File: src/rtl/scr_pkg.sv
package scr_pkg;
  typedef enum logic [1:0] {
    SEL_NONE = 2'd0,
    SEL_BASE = 2'd1,
    SEL_CTRL = 2'd2
  } reg_sel_e;
endpackage

File: src/rtl/scr_base_reg.sv
module scr_base_reg #(
  parameter int DW    = 32,
  parameter int LO    = 8,
  parameter int HI    = 29
) (
  input  logic          clk,
  input  logic          rst_n,
  input  logic          we,
  input  logic [DW-1:0] wdata,
  output logic [HI:LO]  field_q,
  output logic [DW-1:0] base
);
  always_ff @(posedge clk or negedge rst_n) begin
    if (!rst_n)  field_q <= '0;
    else if (we) field_q <= wdata[HI:LO];
  end

  always_comb begin
    base        = '0;
    base[HI:LO] = field_q;
  end
endmodule

File: src/rtl/scr_ctrl_reg.sv
module scr_ctrl_reg #(
  parameter int                DW    = 32,
  parameter int                KEY_W = 16,
  parameter logic [KEY_W-1:0]  KEY   = 16'h05FA,
  parameter int                PG_W  = 3,
  parameter int                PG_LO = 8
) (
  input  logic            clk,
  input  logic            rst_n,
  input  logic            we,
  input  logic [DW-1:0]   wdata,
  output logic            key_ok,
  output logic [PG_W-1:0] pg_q
);
  localparam int KEY_LO = DW - KEY_W;

  assign key_ok = (wdata[DW-1:KEY_LO] == KEY);

  always_ff @(posedge clk or negedge rst_n) begin
    if (!rst_n)            pg_q <= '0;
    else if (we && key_ok) pg_q <= wdata[PG_LO+PG_W-1:PG_LO];
  end
endmodule

File: src/rtl/scr_readmux.sv
module scr_readmux
  import scr_pkg::*;
#(
  parameter int               DW    = 32,
  parameter int               KEY_W = 16,
  parameter logic [KEY_W-1:0] KEY   = 16'h05FA,
  parameter int               PG_W  = 3,
  parameter int               PG_LO = 8
) (
  input  reg_sel_e        sel,
  input  logic [DW-1:0]   base,
  input  logic [PG_W-1:0] pg,
  output logic [DW-1:0]   rdata
);
  localparam int KEY_LO = DW - KEY_W;

  always_comb begin
    rdata = '0;
    unique case (sel)
      SEL_BASE: rdata = base;
      SEL_CTRL: begin
        rdata[DW-1:KEY_LO]          = KEY;
        rdata[PG_LO+PG_W-1:PG_LO]   = pg;
      end
      default:  rdata = '0;
    endcase
  end
endmodule

File: src/rtl/sysctl_regs.sv
module sysctl_regs
  import scr_pkg::*;
#(
  parameter int                ADDR_W    = 8,
  parameter int                DW        = 32,
  parameter logic [ADDR_W-1:0] BASE_ADDR = 8'h08,
  parameter logic [ADDR_W-1:0] CTRL_ADDR = 8'h0C,
  parameter int                KEY_W     = 16,
  parameter logic [KEY_W-1:0]  KEY       = 16'h05FA,
  parameter int                PG_W      = 3
) (
  input  logic              clk,
  input  logic              rst_n,
  input  logic [ADDR_W-1:0] addr,
  input  logic              wr_en,
  input  logic [DW-1:0]     wr_data,
  input  logic              rd_en,
  output logic [DW-1:0]     rd_data,
  output logic              wr_ack,
  output logic [DW-1:0]     tbl_base,
  output logic              in_sram,
  output logic [PG_W-1:0]   prigroup
);
  localparam int BASE_LO = 8;
  localparam int BASE_HI = 29;
  localparam int PG_LO   = 8;

  reg_sel_e             sel;
  logic                 key_ok;
  logic [BASE_HI:BASE_LO] base_field;
  logic [DW-1:0]        rd_next;

  always_comb begin
    if (addr == BASE_ADDR)      sel = SEL_BASE;
    else if (addr == CTRL_ADDR) sel = SEL_CTRL;
    else                        sel = SEL_NONE;
  end

  scr_base_reg #(.DW(DW), .LO(BASE_LO), .HI(BASE_HI)) u_base (
    .clk    (clk),
    .rst_n  (rst_n),
    .we     (wr_en && (sel == SEL_BASE)),
    .wdata  (wr_data),
    .field_q(base_field),
    .base   (tbl_base)
  );

  scr_ctrl_reg #(.DW(DW), .KEY_W(KEY_W), .KEY(KEY), .PG_W(PG_W), .PG_LO(PG_LO)) u_ctrl (
    .clk   (clk),
    .rst_n (rst_n),
    .we    (wr_en && (sel == SEL_CTRL)),
    .wdata (wr_data),
    .key_ok(key_ok),
    .pg_q  (prigroup)
  );

  scr_readmux #(.DW(DW), .KEY_W(KEY_W), .KEY(KEY), .PG_W(PG_W), .PG_LO(PG_LO)) u_rmux (
    .sel  (sel),
    .base (tbl_base),
    .pg   (prigroup),
    .rdata(rd_next)
  );

  assign in_sram = base_field[BASE_HI];

  always_ff @(posedge clk or negedge rst_n) begin
    if (!rst_n) begin
      rd_data <= '0;
      wr_ack  <= 1'b0;
    end else begin
      rd_data <= rd_en ? rd_next : '0;
      wr_ack  <= wr_en && ((sel == SEL_BASE) || ((sel == SEL_CTRL) && key_ok));
    end
  end
endmodule

File: config.mk
export PLATFORM = sky130hd
export DESIGN_NAME = sysctl_regs
export DESIGN_NICKNAME = d
export VERILOG_FILES = /design/src/rtl/scr_pkg.sv /design/src/rtl/scr_base_reg.sv /design/src/rtl/scr_ctrl_reg.sv /design/src/rtl/scr_readmux.sv /design/src/rtl/sysctl_regs.sv
export SDC_FILE = /design/constraint.sdc
export NUM_CORES = 1
export LEC_CHECK = 0
export BUFFER_PORTS_ARGS = -buffer_cell sky130_fd_sc_hd__buf_2
export CORE_ASPECT_RATIO = 1.5
export CORE_MARGIN = 1.5
export CORE_UTILIZATION = 48
export DETAILED_ROUTE_END_ITERATION = 16
export PLACE_DENSITY = 0.8
export SLEW_MARGIN = 40
export SYNTH_ARGS = -nofsm -noshare
export SYNTH_HDL_FRONTEND = slang
export SYNTH_HIERARCHICAL = 1
export SYNTH_SLANG_ARGS = --single-unit
export TNS_END_PERCENT = 100
File: constraint.sdc
create_clock -name clk -period 0.9 [get_ports clk]
set_input_delay 0.045 -clock clk [delete_from_list [all_inputs] [get_ports clk]]
set_output_delay 0.045 -clock clk [all_outputs]
set_load 0.03 [all_outputs]
[Word-level counts from Yosys, hierarchy flattened]
Cells that the tools add are included.
Operators by class
  equality and inequality tests: 5
  multiplexer cells: 6
  reductions and logical operators: 6
Operators with widths (count)
  2-to-1 mux 32 bit: 1
  case mux 14 bit (2 select lines): 1
  == test 16 x 11 -> 1 bit (second input constant): 1
  == test 8 x 4 -> 1 bit (second input constant): 2
  case mux 3 bit (2 select lines): 1
  logical AND 1 bit: 5
  2-to-1 mux 5 bit: 1
  2-to-1 mux 2 bit: 2
  == test 2 x 1 -> 1 bit (second input constant): 1
  == test 2 bit (second input constant): 1
  logical OR 1 bit: 1
Word-level totals
  bits in registers: 58
  input port bits: 44
  logic and storage cells: 21

[Logic depth before layout (Yosys ltp)]
  depth in word-level cells: 7
  depth in mapped cells: 8
  gate-level depth less buffers: 7

[Modules after synthesis]
Netlist, hierarchy kept.
By module, submodules not included
  sysctl_regs: times used 1, cells each 78, area an instance 1103.6 sq um
  scr_base_reg: times used 1, cells each 79, area an instance 1064.8 sq um
  scr_readmux: times used 1, cells each 52, area an instance 299.0 sq um
  scr_ctrl_reg: times used 1, cells each 12, area an instance 182.7 sq um

[Worst setup path before layout]
No wires, ideal clock.
  path type: input -> register
  start point: in addr[5]
  end point: reg rd_data[16]
  setup time: 119 ps
  arrival time: 1792 ps
  path slack: -1011 ps
  stages: 7
  buffers on the path: 0
  cell sequence: or4_4 -> nor4_1 -> inv_1 -> ha_1 -> and2b_2 -> and2_1 -> and2_1
Between the ends
  elaborated cells between the ends (all ways): 8
  classes of those cells: 4 x eq/ne; 4 x mux
RTL lines
  start: declaration: RTL line sysctl_regs.sv:14  | input logic [ADDR_W-1:0] addr,
  == test 8 x 4 -> 1 bit (*): RTL line sysctl_regs.sv:34  | if (addr == BASE_ADDR) sel = SEL_BASE;
  2-to-1 mux 2 bit (*): RTL line sysctl_regs.sv:34
  named net sel[0]: RTL line sysctl_regs.sv:28  | reg_sel_e sel;
  == test 2 bit / == test 2 x 1 -> 1 bit (equally long branches): RTL line scr_readmux.sv:19  | unique case (sel)
  case mux 14 bit (2 select lines) (*): RTL line scr_readmux.sv:19
  named net rd_next[16]: RTL line sysctl_regs.sv:31  | logic [DW-1:0] rd_next;
  2-to-1 mux 32 bit (*): RTL line sysctl_regs.sv:71  | rd_data <= rd_en ? rd_next : '0;
  end signal: assignment: RTL line sysctl_regs.sv:71
  end: declaration: RTL line sysctl_regs.sv:18  | output logic [DW-1:0] rd_data,
Mark *: on every way through the listed nets, which the timed path passes. The rest lies on a longest branch.
A chain may end at the register's enable or synchronous reset.

[Worst setup path after layout]
  start point: in addr[5]
  end point: reg rd_data[27]
The elaborated chain is that of the path after synthesis.

==> flow_summary.yaml <==
outcome:
  status: "complete, but fails checks"
  violations: "negative setup slack"
clock_tree:
  cts_tree: "done"
  cts_sinks: 58
  cts_root_buffer: "clkbuf_8"
  numCtsBuffers: 9
  cts.reportedPaths.clkPinSlew_ps: 70
  clk_latency_ps: 330
  clk_path_buf_depth: 2
  htree_num_levels: 3
critical_path:
  end_kind: "flop"
  endpoint: "rd_data[27]"
  cp_slowest_cell: "or4_4"
  rr_worst_depth: 3
  r2r_slack_ps: -50
  path_depth: 8
  cp.required_ps: 1130
  timing.rr.end: "rd_data[27]"
  path_common_cell: "and2_4"
  startpoint_type: "primary input"
  critPathTopFamily: "simple AND/OR/NAND/NOR gates"
  critical_path.startpoint: "addr[5]"
  critical_path.reg2reg.startpoint: "u_base/field_q[27]"
  crit_buf_inv: 2
  worst_path_largest_cell_delay_ps: 570
  path_cells: "buf_6 -> or4_4 -> nor4_4 -> inv_1 -> ha_4 -> and2b_4 -> and2_4 -> and2_4"
  arrival_ps: 1930
  cp_max_fo: 8
  setup.worst_path.class: "primary input to flop"
min_path:
  worstHoldPathType: "primary input to flop"
job:
  max_cap_violations: 0
cells_and_area:
  drive_gt1_frac: 0.540
  area_growth_pct: 64.2
  nets: 388
  diodes: 0
  final_core_util: 0.831
sta:
  grt_setup_unrepaired: "yes"
  hold_viol_final: 0
  setup_viol: 80
  period_share: 1.89
  clock_skew_ps: 9.96
  finalCriticalPeriod_ps: 1700
  fmax_ghz: 0.587
  slew_violations: 0
  setup_ws_ps: -802
pwr:
  clkPwrFrac: 0.383
  combinationalPowerShare: 0.122
  power_density_mw_per_mm2: 1330
  peakVddDrop_mv: 1.09
  p_switching_mw: 1.38
  internal-power_mw: 4.08
  swShare: 0.253
  leakage_nw: 2.09
  p_seq_frac: 0.496
  finalPower_mw: 5.46
routing:
  dr.pass1.iters: 4
  routed_wl_um: 7220
  drtIter0Drc: 78
  drc: 0
  avgViaCountPerCell: 4.94
  wl_per_cell_um: 17.5
  drtAntennaViolNets: 0
  vias: 2036
die:
  io_pins: 113
  dieArea_mm2: 0.00564
  die_w_um: 61.8
  die_h_um: 91.3
  coreArea_mm2: 0.00493
  initial_core_util: 0.506
  num_rows: 31
grt:
  grt_pass1_wl_um: 10400
  first_global_vias: 2192
  antenna_found_initial: 0
  overflow: 0
  grt_max_degree: 59
  track_usage: 0.259
placement:
  preCtsSetupSlack_ps: -1130
  gp_congestion: 0.812
  dp_hpwl_um: 3830
  io_buffers: 94
yosys:
  synthesis.area_mm2: 0.00249
  ys_warn_count: 6
  syn_inst: 200
  syn_area_per_cell_um2: 12.5
[worst register-to-register path: cells and delay by family (launching register included)]
family                 cells  cell delay [ps]
and+or+nand+nor            2              280
DFF                        1              410
buffers and inverters      1              150
[registers in the layout, indices dropped and copies added, names as in the netlist]
| register | cells |
|---|---|
| u_base/field_q | 22 |
| rd_data | 32 |
| wr_ack | 1 |
| u_ctrl/pg_q | 3 |
[final cells by class]
type | count | area, µm²
clock buffer | 12 | 155
clock inverter | 3 | 15.0
fill | 286 | 833
inverter | 3 | 11.3
multi-input combinational | 128 | 1050
sequential | 58 | 1450
tap | 66 | 82.6
timing repair buffer | 142 | 1330
[power groups by stage]
stage / Combinational, mW / Sequential [mW] / Clock, mW
global placement: 0.483 / 2.74 / 0
CTS: 0.636 / 2.70 / 2.11
detailed placement: 0.491 / 2.74 / 0
global route: 0.710 / 2.71 / 2.27
floorplan: 0.182 / 2.83 / 0
finish: 0.664 / 2.71 / 2.09
[timing repair]
item                       CTS  global route
hold buffers                19             0
setup endpoints to repair  106           107
pin swaps                    9             7
gates cloned                 2             1
resized for setup          128            27
setup buffers                7             3
hold endpoints to repair    79             0
[per-stage QoR]
stage | std cells | TNS, ps | cell area [µm²] | hold WS, ps
after detailed placement | 366 | -45410 | 3110 | 65.0
after global routing | 412 | -32590 | 4090 | 11.2
after floorplan | 209 | -38020 | 2550 | -251
after global placement | 366 | -43210 | 3110 | 64.1
final | 412 | -30050 | 4090 | 28.4
after CTS | 409 | -28490 | 3950 | 2.74
[worst min-delay path by stage]
stage                            from            endpoint  slack [ps]  cells after the start
after detailed placement        rst_n  u_base/field_q[10]          70                      2
after global routing      wr_data[24]  u_base/field_q[24]          10                      2
after global placement          rst_n  u_base/field_q[12]          60                      2
final                     wr_data[24]  u_base/field_q[24]          30                      2
after CTS                 wr_data[24]  u_base/field_q[24]           3                      2
after floorplan                 rst_n          rd_data[0]        -250                      0
[per-layer routing]
layer | vias up | share of wire | global-route usage
li1 | 920 | - | -
met1 | 1025 | 0.34 | 0.254
met2 | 81 | 0.60 | 0.457
met3 | 10 | 0.043 | 0.0627
met4 | 0 | 0.021 | 0.156
met5 | - | 0 | 0
[layout by cell type (no fill, tap or decap), drive strengths merged]
master and instances:
dlygate4sd3 19, or4bb 1, inv 3, and2 53, nand2b 1, and2b 1, nor2 11, nor2b 1
nand4b 2, buf 122, conb 10, clkbuf 13, nor3 3, dfrtp 58, mux2 25, a22oi 3
nor4 3, nand2 1, a21oi 8, clkinv 3, ha 2, or4 2, nand4bb 1
Note: power is estimated with default switching activity, not from simulation.
